==> src/rtl/chb_pkg.sv <==
package chb_pkg;
   typedef enum logic [1:0] {
      CELL_ZERO = 2'b00,
      CELL_POS  = 2'b01,
      CELL_NEG  = 2'b10
   } cell_code_e;
endpackage

==> src/rtl/chb_quant.sv <==
module chb_quant #(
   parameter int REF_W   = 16,
   parameter int STEP    = 400,
   parameter int N_CELLS = 12,
   parameter int LVL_W   = 5
) (
   input  logic signed [REF_W-1:0] ref_in,
   output logic signed [LVL_W-1:0] target
);
   localparam int HALF = STEP / 2;

   int ref_i;
   int mag_i;
   int k_i;

   // Midpoint thresholds: round half away from zero, then clamp to the stack height.
   always_comb begin
      ref_i = int'(ref_in);
      mag_i = (ref_i < 0) ? -ref_i : ref_i;
      k_i   = (mag_i + HALF) / STEP;
      if (k_i > N_CELLS) k_i = N_CELLS;
      target = LVL_W'((ref_i < 0) ? -k_i : k_i);
   end
endmodule

==> src/rtl/chb_guard.sv <==
module chb_guard #(
   parameter int N_CELLS = 12,
   parameter int LVL_W   = 5,
   parameter int TMR_W   = 16
) (
   input  logic                    clk,
   input  logic                    rst,
   input  logic signed [LVL_W-1:0] target,
   input  logic [TMR_W-1:0]        hold_cycles,
   input  logic [TMR_W-1:0]        min_gap,
   output logic signed [LVL_W-1:0] level_q,
   output logic signed [LVL_W-1:0] level_nxt,
   output logic                    frozen
);
   localparam logic [TMR_W-1:0] GAP_MAX = '1;

   logic [TMR_W-1:0]        frz_cnt, frz_nxt;
   logic [TMR_W-1:0]        gap_cnt, gap_nxt;
   logic                    last_up, last_dn, up_nxt, dn_nxt;
   logic signed [LVL_W-1:0] want;
   logic                    moving, going_up, going_dn, is_rev, accept;

   // Opposite-sign targets pass through zero first.
   always_comb begin
      want = target;
      if ((level_q > 0 && target < 0) || (level_q < 0 && target > 0))
         want = '0;
   end

   assign moving   = (want != level_q);
   assign going_up = (want > level_q);
   assign going_dn = (want < level_q);
   assign is_rev   = moving && ((going_up && last_dn) || (going_dn && last_up))
                     && (gap_cnt < min_gap);
   assign accept   = (frz_cnt == '0) && moving && !is_rev;

   always_comb begin
      level_nxt = level_q;
      frz_nxt   = frz_cnt;
      up_nxt    = last_up;
      dn_nxt    = last_dn;
      gap_nxt   = (gap_cnt == GAP_MAX) ? gap_cnt : gap_cnt + 1'b1;
      if (frz_cnt != '0) begin
         frz_nxt = frz_cnt - 1'b1;
      end else if (is_rev) begin
         frz_nxt = hold_cycles;
         up_nxt  = 1'b0;
         dn_nxt  = 1'b0;
      end else if (accept) begin
         level_nxt = want;
         up_nxt    = going_up;
         dn_nxt    = going_dn;
         gap_nxt   = '0;
      end
   end

   always_ff @(posedge clk) begin
      if (rst) begin
         level_q <= '0;
         frz_cnt <= '0;
         gap_cnt <= GAP_MAX;
         last_up <= 1'b0;
         last_dn <= 1'b0;
      end else begin
         level_q <= level_nxt;
         frz_cnt <= frz_nxt;
         gap_cnt <= gap_nxt;
         last_up <= up_nxt;
         last_dn <= dn_nxt;
      end
   end

   assign frozen = (frz_cnt != '0);
endmodule

==> src/rtl/chb_cells.sv <==
module chb_cells
   import chb_pkg::*;
#(
   parameter int N_CELLS = 12,
   parameter int LVL_W   = 5
) (
   input  logic                    clk,
   input  logic                    rst,
   input  logic signed [LVL_W-1:0] level_nxt,
   output logic [2*N_CELLS-1:0]    cell_cmd
);
   for (genvar gi = 0; gi < N_CELLS; gi++) begin : g_cell
      localparam int IDX = gi;
      cell_code_e code_q;
      always_ff @(posedge clk) begin
         if (rst)                          code_q <= CELL_ZERO;
         else if (int'(level_nxt) > IDX)   code_q <= CELL_POS;
         else if (int'(level_nxt) < -IDX)  code_q <= CELL_NEG;
         else                              code_q <= CELL_ZERO;
      end
      assign cell_cmd[2*gi +: 2] = code_q;
   end
endmodule

==> src/rtl/chb_stair_mod.sv <==
module chb_stair_mod #(
   parameter int N_CELLS = 12,
   parameter int REF_W   = 16,
   parameter int STEP    = 400,
   parameter int TMR_W   = 16,
   localparam int LVL_W  = $clog2(N_CELLS + 1) + 1
) (
   input  logic                    clk,
   input  logic                    rst,
   input  logic signed [REF_W-1:0] ref_in,
   input  logic [TMR_W-1:0]        hold_cycles,
   input  logic [TMR_W-1:0]        min_gap,
   output logic signed [LVL_W-1:0] level,
   output logic [2*N_CELLS-1:0]    cell_cmd,
   output logic                    frozen
);
   if (N_CELLS < 1 || N_CELLS > 64) begin : g_bad_cells
      $error("chb_stair_mod: N_CELLS out of range");
   end
   if (STEP < 2) begin : g_bad_step
      $error("chb_stair_mod: STEP must be at least 2");
   end
   if (REF_W < 2 || REF_W > 30) begin : g_bad_ref
      $error("chb_stair_mod: REF_W out of range");
   end
   if (TMR_W < 1 || TMR_W > 31) begin : g_bad_tmr
      $error("chb_stair_mod: TMR_W out of range");
   end

   logic signed [LVL_W-1:0] target;
   logic signed [LVL_W-1:0] level_nxt;

   chb_quant #(.REF_W(REF_W), .STEP(STEP), .N_CELLS(N_CELLS), .LVL_W(LVL_W)) u_quant (
      .ref_in (ref_in),
      .target (target)
   );

   chb_guard #(.N_CELLS(N_CELLS), .LVL_W(LVL_W), .TMR_W(TMR_W)) u_guard (
      .clk         (clk),
      .rst         (rst),
      .target      (target),
      .hold_cycles (hold_cycles),
      .min_gap     (min_gap),
      .level_q     (level),
      .level_nxt   (level_nxt),
      .frozen      (frozen)
   );

   chb_cells #(.N_CELLS(N_CELLS), .LVL_W(LVL_W)) u_cells (
      .clk       (clk),
      .rst       (rst),
      .level_nxt (level_nxt),
      .cell_cmd  (cell_cmd)
   );
endmodule

==> config.mk <==
export PLATFORM = sky130hd
export DESIGN_NAME = chb_stair_mod
export DESIGN_NICKNAME = d
export VERILOG_FILES = /design/src/rtl/chb_pkg.sv /design/src/rtl/chb_quant.sv /design/src/rtl/chb_guard.sv /design/src/rtl/chb_cells.sv /design/src/rtl/chb_stair_mod.sv
export SDC_FILE = /design/constraint.sdc
export NUM_CORES = 1
export LEC_CHECK = 0
export BUFFER_PORTS_ARGS = -buffer_cell sky130_fd_sc_hd__buf_4
export CAP_MARGIN = 5
export CORE_MARGIN = 2
export CORE_UTILIZATION = 46
export DETAILED_ROUTE_END_ITERATION = 7
export GPL_ROUTABILITY_DRIVEN = 0
export PLACE_DENSITY = 0.66
export SETUP_SLACK_MARGIN = 0.5
export SYNTH_ARGS = -nofsm -noshare
export SYNTH_HDL_FRONTEND = slang
export SYNTH_HIERARCHICAL = 1
export SYNTH_SLANG_ARGS = --single-unit
==> constraint.sdc <==
create_clock -name clk -period 13.6 [get_ports clk]
set_clock_uncertainty 0.2 [all_clocks]
set_input_delay 0.68 -clock clk [delete_from_list [all_inputs] [get_ports clk]]
set_output_delay 0.68 -clock clk [all_outputs]
set_load 0.03 [all_outputs]
### After elaboration in Yosys (flattened, before gate mapping)

Index checks and enable logic that the tools add are counted.

| storage, ports and cells | value |
|---|---|
| logic and storage cells | 140 |
| output and inout port bits | 30 |
| bits of input ports | 50 |
| register bits after elaboration | 63 |

| cells by class | value |
|---|---|
| bitwise gates (word level) | 1 |
| multiplexer cells | 41 |
| reduce and logical (&&, ||, !) cells | 28 |
| add/subtract/negate cells | 5 |
| order comparisons | 33 |
| div/mod/pow operators | 1 |
| equality and inequality tests | 2 |

Operators with widths:

| cell | number |
|---|---|
| $mux 16 | 6 |
| $add 32x9->32 const B | 1 |
| $div 32x10->32 const B | 1 |
| $gt 32x5->1 const B | 1 |
| $mux 32 | 1 |
| $neg 16->32 | 1 |
| $mux 5 | 6 |
| $mux 2 | 12 |
| $reduce_or 2->1 | 12 |
| $gt 5x4->1 const B | 4 |
| $gt 5x5->1 const B | 4 |
| $lt 5x1->1 const B | 4 |
| $lt 5x4->1 const B | 4 |
| $add 16x1->16 const B | 1 |
| $eq 16x16->1 const B | 1 |
| $logic_not 16->1 | 1 |
| $lt 16x1->1 const B | 1 |
| $lt 16x16->1 | 1 |
| $mux 1 | 16 |
| $reduce_bool 16->1 | 1 |
| $sub 16x1->16 const B | 1 |
| $gt 5x1->1 const B | 3 |
| $lt 5x5->1 const B | 3 |
| $gt 5x3->1 const B | 2 |
| 13 further kinds | 23 |

### Logic depth before layout (Yosys ltp)

| logic depth | value |
|---|---|
| word-level depth | 25 |
| mapped depth | 44 |
| gate-level depth less buffers | 41 |

### Modules after synthesis

The synthesis kept the hierarchy.

Modules (own cells, without submodules):

| module | seq. area each (sq um) | area each (sq um) | cells an instance | instances |
|---|---|---|---|---|
| chb_guard | 780.7 | 2,610.0 | 316 | 1 |
| chb_quant | 0.0 | 2,148.3 | 304 | 1 |
| chb_cells | 480.5 | 716.9 | 68 | 1 |

### Least setup slack after synthesis

OpenSTA, ideal clock, no wires.

| timing | value |
|---|---|
| kind | input to register |
| from | in ref_in[0] |
| to | reg u_cells.g_cell[8].code_q[0] |
| library setup time | 115 ps |
| stages | 41 |
| data required time | 13,285 ps |
| path slack | 3,910 ps |
| buffers on the path | 2 |
| arrival time | 9,375 ps |
| path through | inv_1 > ha_1 > clkbuf_1 > or3b_2 > a21boi_0 > or2_2 > ha_1 > nand2b_1 > o32a_1 > and3_1 > o21ai_1 > nand2_1 > o2111ai_2 > nand3_4 > or4_4 > a21oi_2 > mux2_4 > a211oi_1 > [5 not listed] > nand4_1 > ha_1 > nand2b_1 > xnor2_1 > nor4_1 > nor3_1 > a21oi_1 > and2_1 > ha_1 > a21oi_1 > nor2b_1 > o22ai_1 > mux2_2 > a21boi_2 > buf_6 > mux2_2 > or3_1 > and2_1 |

| between the ends | value |
|---|---|
| cells in the longest elaborated chain, start to end | 24 |
| elaborated cells on any way between the ends | 31 |
| classes of those cells | add/sub (3); div (1); order compare (7); eq/ne (1); mux (8); reduce/logical (11) |

Ends and longest elaborated chain:

| what | RTL line | source |
|---|---|---|
| start: declaration | chb_stair_mod.sv:10 | `input logic signed [REF_W-1:0] ref_in,` |
| $neg 16->32 / $lt 16x1->1 (equally long branches) | chb_quant.sv:19, chb_quant.sv:22 |  |
| $mux 32 | chb_quant.sv:19 | `mag_i = (ref_i < 0) ? -ref_i : ref_i;` |
| $add 32x9->32 | chb_quant.sv:20 | `k_i = (mag_i + HALF) / STEP;` |
| $div 32x10->32 | chb_quant.sv:20 |  |
| $gt 32x5->1 | chb_quant.sv:21 | `if (k_i > N_CELLS) k_i = N_CELLS;` |
| $mux 5 | chb_quant.sv:21 |  |
| $neg 5->5 | chb_quant.sv:22 | `target = LVL_W'((ref_i < 0) ? -k_i : k_i);` |
| $mux 5 * | chb_quant.sv:22 |  |
| via target[2] | chb_stair_mod.sv:30 | `logic signed [LVL_W-1:0] target;` |
| [9 not listed] | n/a |  |
| $logic_not 1->1 | chb_guard.sv:35 | `assign accept = (frz_cnt == '0) && moving && !is_rev;` |
| $logic_and 1x1->1 | chb_guard.sv:35 |  |
| $mux 5 | chb_guard.sv:49 | `end else if (accept) begin` |
| $mux 5 * | chb_guard.sv:45 | `end else if (is_rev) begin` |
| $mux 5 * | chb_guard.sv:43 | `if (frz_cnt != '0) begin` |
| via level_nxt[2] | chb_stair_mod.sv:31 | `logic signed [LVL_W-1:0] level_nxt;` |
| $gt 5x5->1 * | chb_cells.sv:17 | `else if (int'(level_nxt) > IDX) code_q <= CELL_POS;` |
| $mux 1 * | chb_cells.sv:17 |  |
| end: declaration | chb_cells.sv:14 | `cell_code_e code_q;` |

Mark *: on every way through the listed nets, which the timed path passes. The rest lies on a longest branch.
A chain may end at the register's enable or synchronous reset.

### Worst setup path in the final report

| timing | value |
|---|---|
| from | in ref_in[1] |
| to | reg u_cells.g_cell[8].code_q[0] |

The elaborated chain is that of the path after synthesis.

==> out/results.txt <==
Final nets -> 824
Layout Utilization -> 0.5549
Filler cells -> 1,097
Worst skew pair latency -> 0.33 ns
CTS Hold Bufs -> 0
GRT Total Usage -> 0.2192
Outcome -> finished with violations
Setup-failing EPs final -> 0
Failing checks -> DRC
Antenna violations before repair -> 0
First-pass GRT wire length -> 23.80 mm
Starting Density -> 0.4754
Distinct cells, synth -> 94
Critical Path Max Stage Delay -> 0.67 ns
Fraction of layout cells with a size suffix above 1 -> 0.2112
Ant. Diodes -> 0
Most frequent cell on the critical path -> ha_1
Crit Path Class -> in -> reg
Kind of cell adding the most delay to the critical path -> simple AND/OR/NAND/NOR gates
WHS -> 0.3148 ns
CTS buffer count -> 9
Number of synthesized register bits -> 63
Routed vias -> 5,409
Final min period -> 11.14 ns
Die height -> 113.1 um
Synth Warn # -> 6
Primary FF master, synth -> dfxtp_1
CTS resizes -> 0
Asr flop ratio synth -> 0
Sum Neg Setup Slack -> 0 ns
Slew Limit Fails -> 0
Leak -> 0.002628 uW
Critical Path Sink Type -> flop
Slew of the pin with the lowest slew margin -> 0.8824 ns
# DRC -> 6
Crit share post-route -> 0.8193
CP Launch Type -> input port
WL/cell -> 15.63 um
Slowest stage cell, crit path -> a211oi_4
Synth Net Count -> 764
TritonCTS clock tree -> yes
PwrDens -> 203.2 nW/um2
CP arrival -> 11.21 ns
Clock Tree Buf Depth -> 2
Final WL -> 14.00 mm
CORE AREA -> 11,520 um2
Std cell rows -> 39
VDD IR-drop max -> 0.1104 mV
Max-cap violation count -> 0
Area leader, netlist -> dfxtp_1
Worst Hold Class -> reg -> reg
Post-synth EDFFs -> 0
Synth top area share -> 0.2303
Crit path max fanout -> 28
Detailed placement HPWL -> 10.58 mm
Largest net degree at the start of global routing -> 29
Post-synthesis sequential area ratio -> 0.2303
H-tree depth -> 3
Worst slew margin -> 0.4067
IO buf count -> 79
CP bufs+invs -> 4
Clk root buf -> clkbuf_16
Die Wd -> 113.1 um
Total die area -> 12,790 um2
Post-synthesis cell area -> 5475 um2
Most common cell in the synthesized netlist -> dfxtp_1
Vias per inst -> 6.037
Area grow syn2layout -> 16.70%
Max Clk Rate -> 0.08975 GHz
First drt pass iteration count -> 7
Post-Synthesis Cells -> 688
Fin. Hold Viols -> 0
Antenna Nets Post-Route -> 0
Unrepaired setup endpoints after global routing -> no
CTS Sinks -> 63
Io pins -> 80
Synth top area cells -> dfxtp_1, ha_1, xnor2_1, nand2_1, nor2_1
Post-CTS Setup Bufs -> 0
Synth top cells by count -> dfxtp_1, nand2_1, nor2_1, a21oi_1, inv_1
Vias in the first global route -> 5,031
CP required -> 13.67 ns
Post-Syn Area per Cell -> 7.958 um2
Grt ovf -> 0
Clock transition at the registers of the reported paths -> 0.06 ns
First DRT Iteration DRCs -> 377
[final cells by class]
cell class / instances / area [um2] / share of cell area
inverter: 37 / 138.9 / 0.02173
clock inverter: 7 / 77.57 / 0.01214
timing repair buffer: 81 / 608.1 / 0.09516
multi-input combinational: 556 / 3900 / 0.6103
sequential: 63 / 1261 / 0.1974
tap: 143 / 178.9 / 0.02800
clock buffer: 9 / 225.2 / 0.03525
[final timing paths]
check	start	endpoint	slack, ns	depth (start not counted)
worst min register to register	u_guard/level_q[2]$_SDFF_PP0_	u_guard/level_q[2]$_SDFF_PP0_	0.31	2
worst max-delay path	ref_in[1]	u_cells/g_cell[8].code_q[0]$_SDFF_PP0_	2.46	41
worst max register to register	u_guard/level_q[3]$_SDFF_PP0_	u_cells/g_cell[8].code_q[0]$_SDFF_PP0_	9.26	15
worst min-delay path	u_guard/level_q[2]$_SDFF_PP0_	u_guard/level_q[2]$_SDFF_PP0_	0.31	2
[where the power goes]
part / switching, uW / internal [uW] / total (uW)
Sequential: 49.0 / 241 / 290
Clock: 89.4 / 144 / 233
Combinational: 461 / 315 / 775
Total: 599 / 699 / 1300
[worst reg2reg max path: stages (launching register included)]
cell	delay, ns
dfxtp_1	0.41
inv_1	0.08
a41oi_1	0.24
a21oi_1	0.15
and2_1	0.22
ha_1	0.31
nand3_1	0.11
nor2_1	0.08
a211o_1	0.31
a211oi_4	0.67
a21boi_2	0.11
buf_4	0.26
mux2_1	0.53
or3b_4	0.45
inv_2	0.06
and2_1	0.10
[layout by cell type, fill, tap and decap left out, types with 8 or more instances in the layout]
cell type	instances
a211oi_1	12
a21o_1	9
a21oi_1	36
a31oi_1	12
and3_1	8
buf_4	81
clkbuf_16	9
dfxtp_1	63
ha_1	26
inv_1	36
mux2i_1	12
nand2_1	58
nand3_1	31
nand4_1	17
nor2_1	51
nor3_1	23
nor4_1	10
o21ai_0	30
xnor2_1	28
xor2_1	13
[kinds of logic (layout without fill, tap and decap cells)]
logic type               count (synthesis)  after routing  share of synthesized area
flip-flops                              63             63                     0.2303
AND/OR/NAND/NOR                        268            268                     0.2665
XOR/XNOR                                41             41                    0.06559
buffers and inverters                   69            134                    0.05736
multiplexers                            21             21                    0.04182
AO/OA/AOI/OAI                          200            200                     0.2790
adder cells (fa/ha/maj)                 26             26                    0.05941
[routing by layer]
| metal | wire length, um | global-route usage | vias to the layer above |
|---|---|---|---|
| met1 | 6454 | 0.2907 | 2561 |
| met4 | 194 | 0.06423 | 0 |
| li1 | - | - | 2692 |
| met5 | 0 | 0 | - |
| met2 | 6785 | 0.3737 | 140 |
| met3 | 566 | 0.02785 | 16 |
[flip-flops by register name (all words and copies together) (netlist names)]
name                   count
u_guard/last_up            1
u_guard/level_q            5
u_cells/g_cell.code_q     24
u_guard/gap_cnt           16
u_guard/frz_cnt           16
u_guard/last_dn            1
[per-stage QoR]
step	cells	instance area, um2	worst slack, ns	power (uW)
final	896	6390	2.458	1298
after global routing	896	6390	1.503	1407
after CTS	896	6390	2.601	1297
after detailed placement	880	6087	2.279	1056
after global placement	880	6087	2.710	1034
after floorplan	688	5475	3.910	894.9
Note: power is estimated with default switching activity, not from simulation.
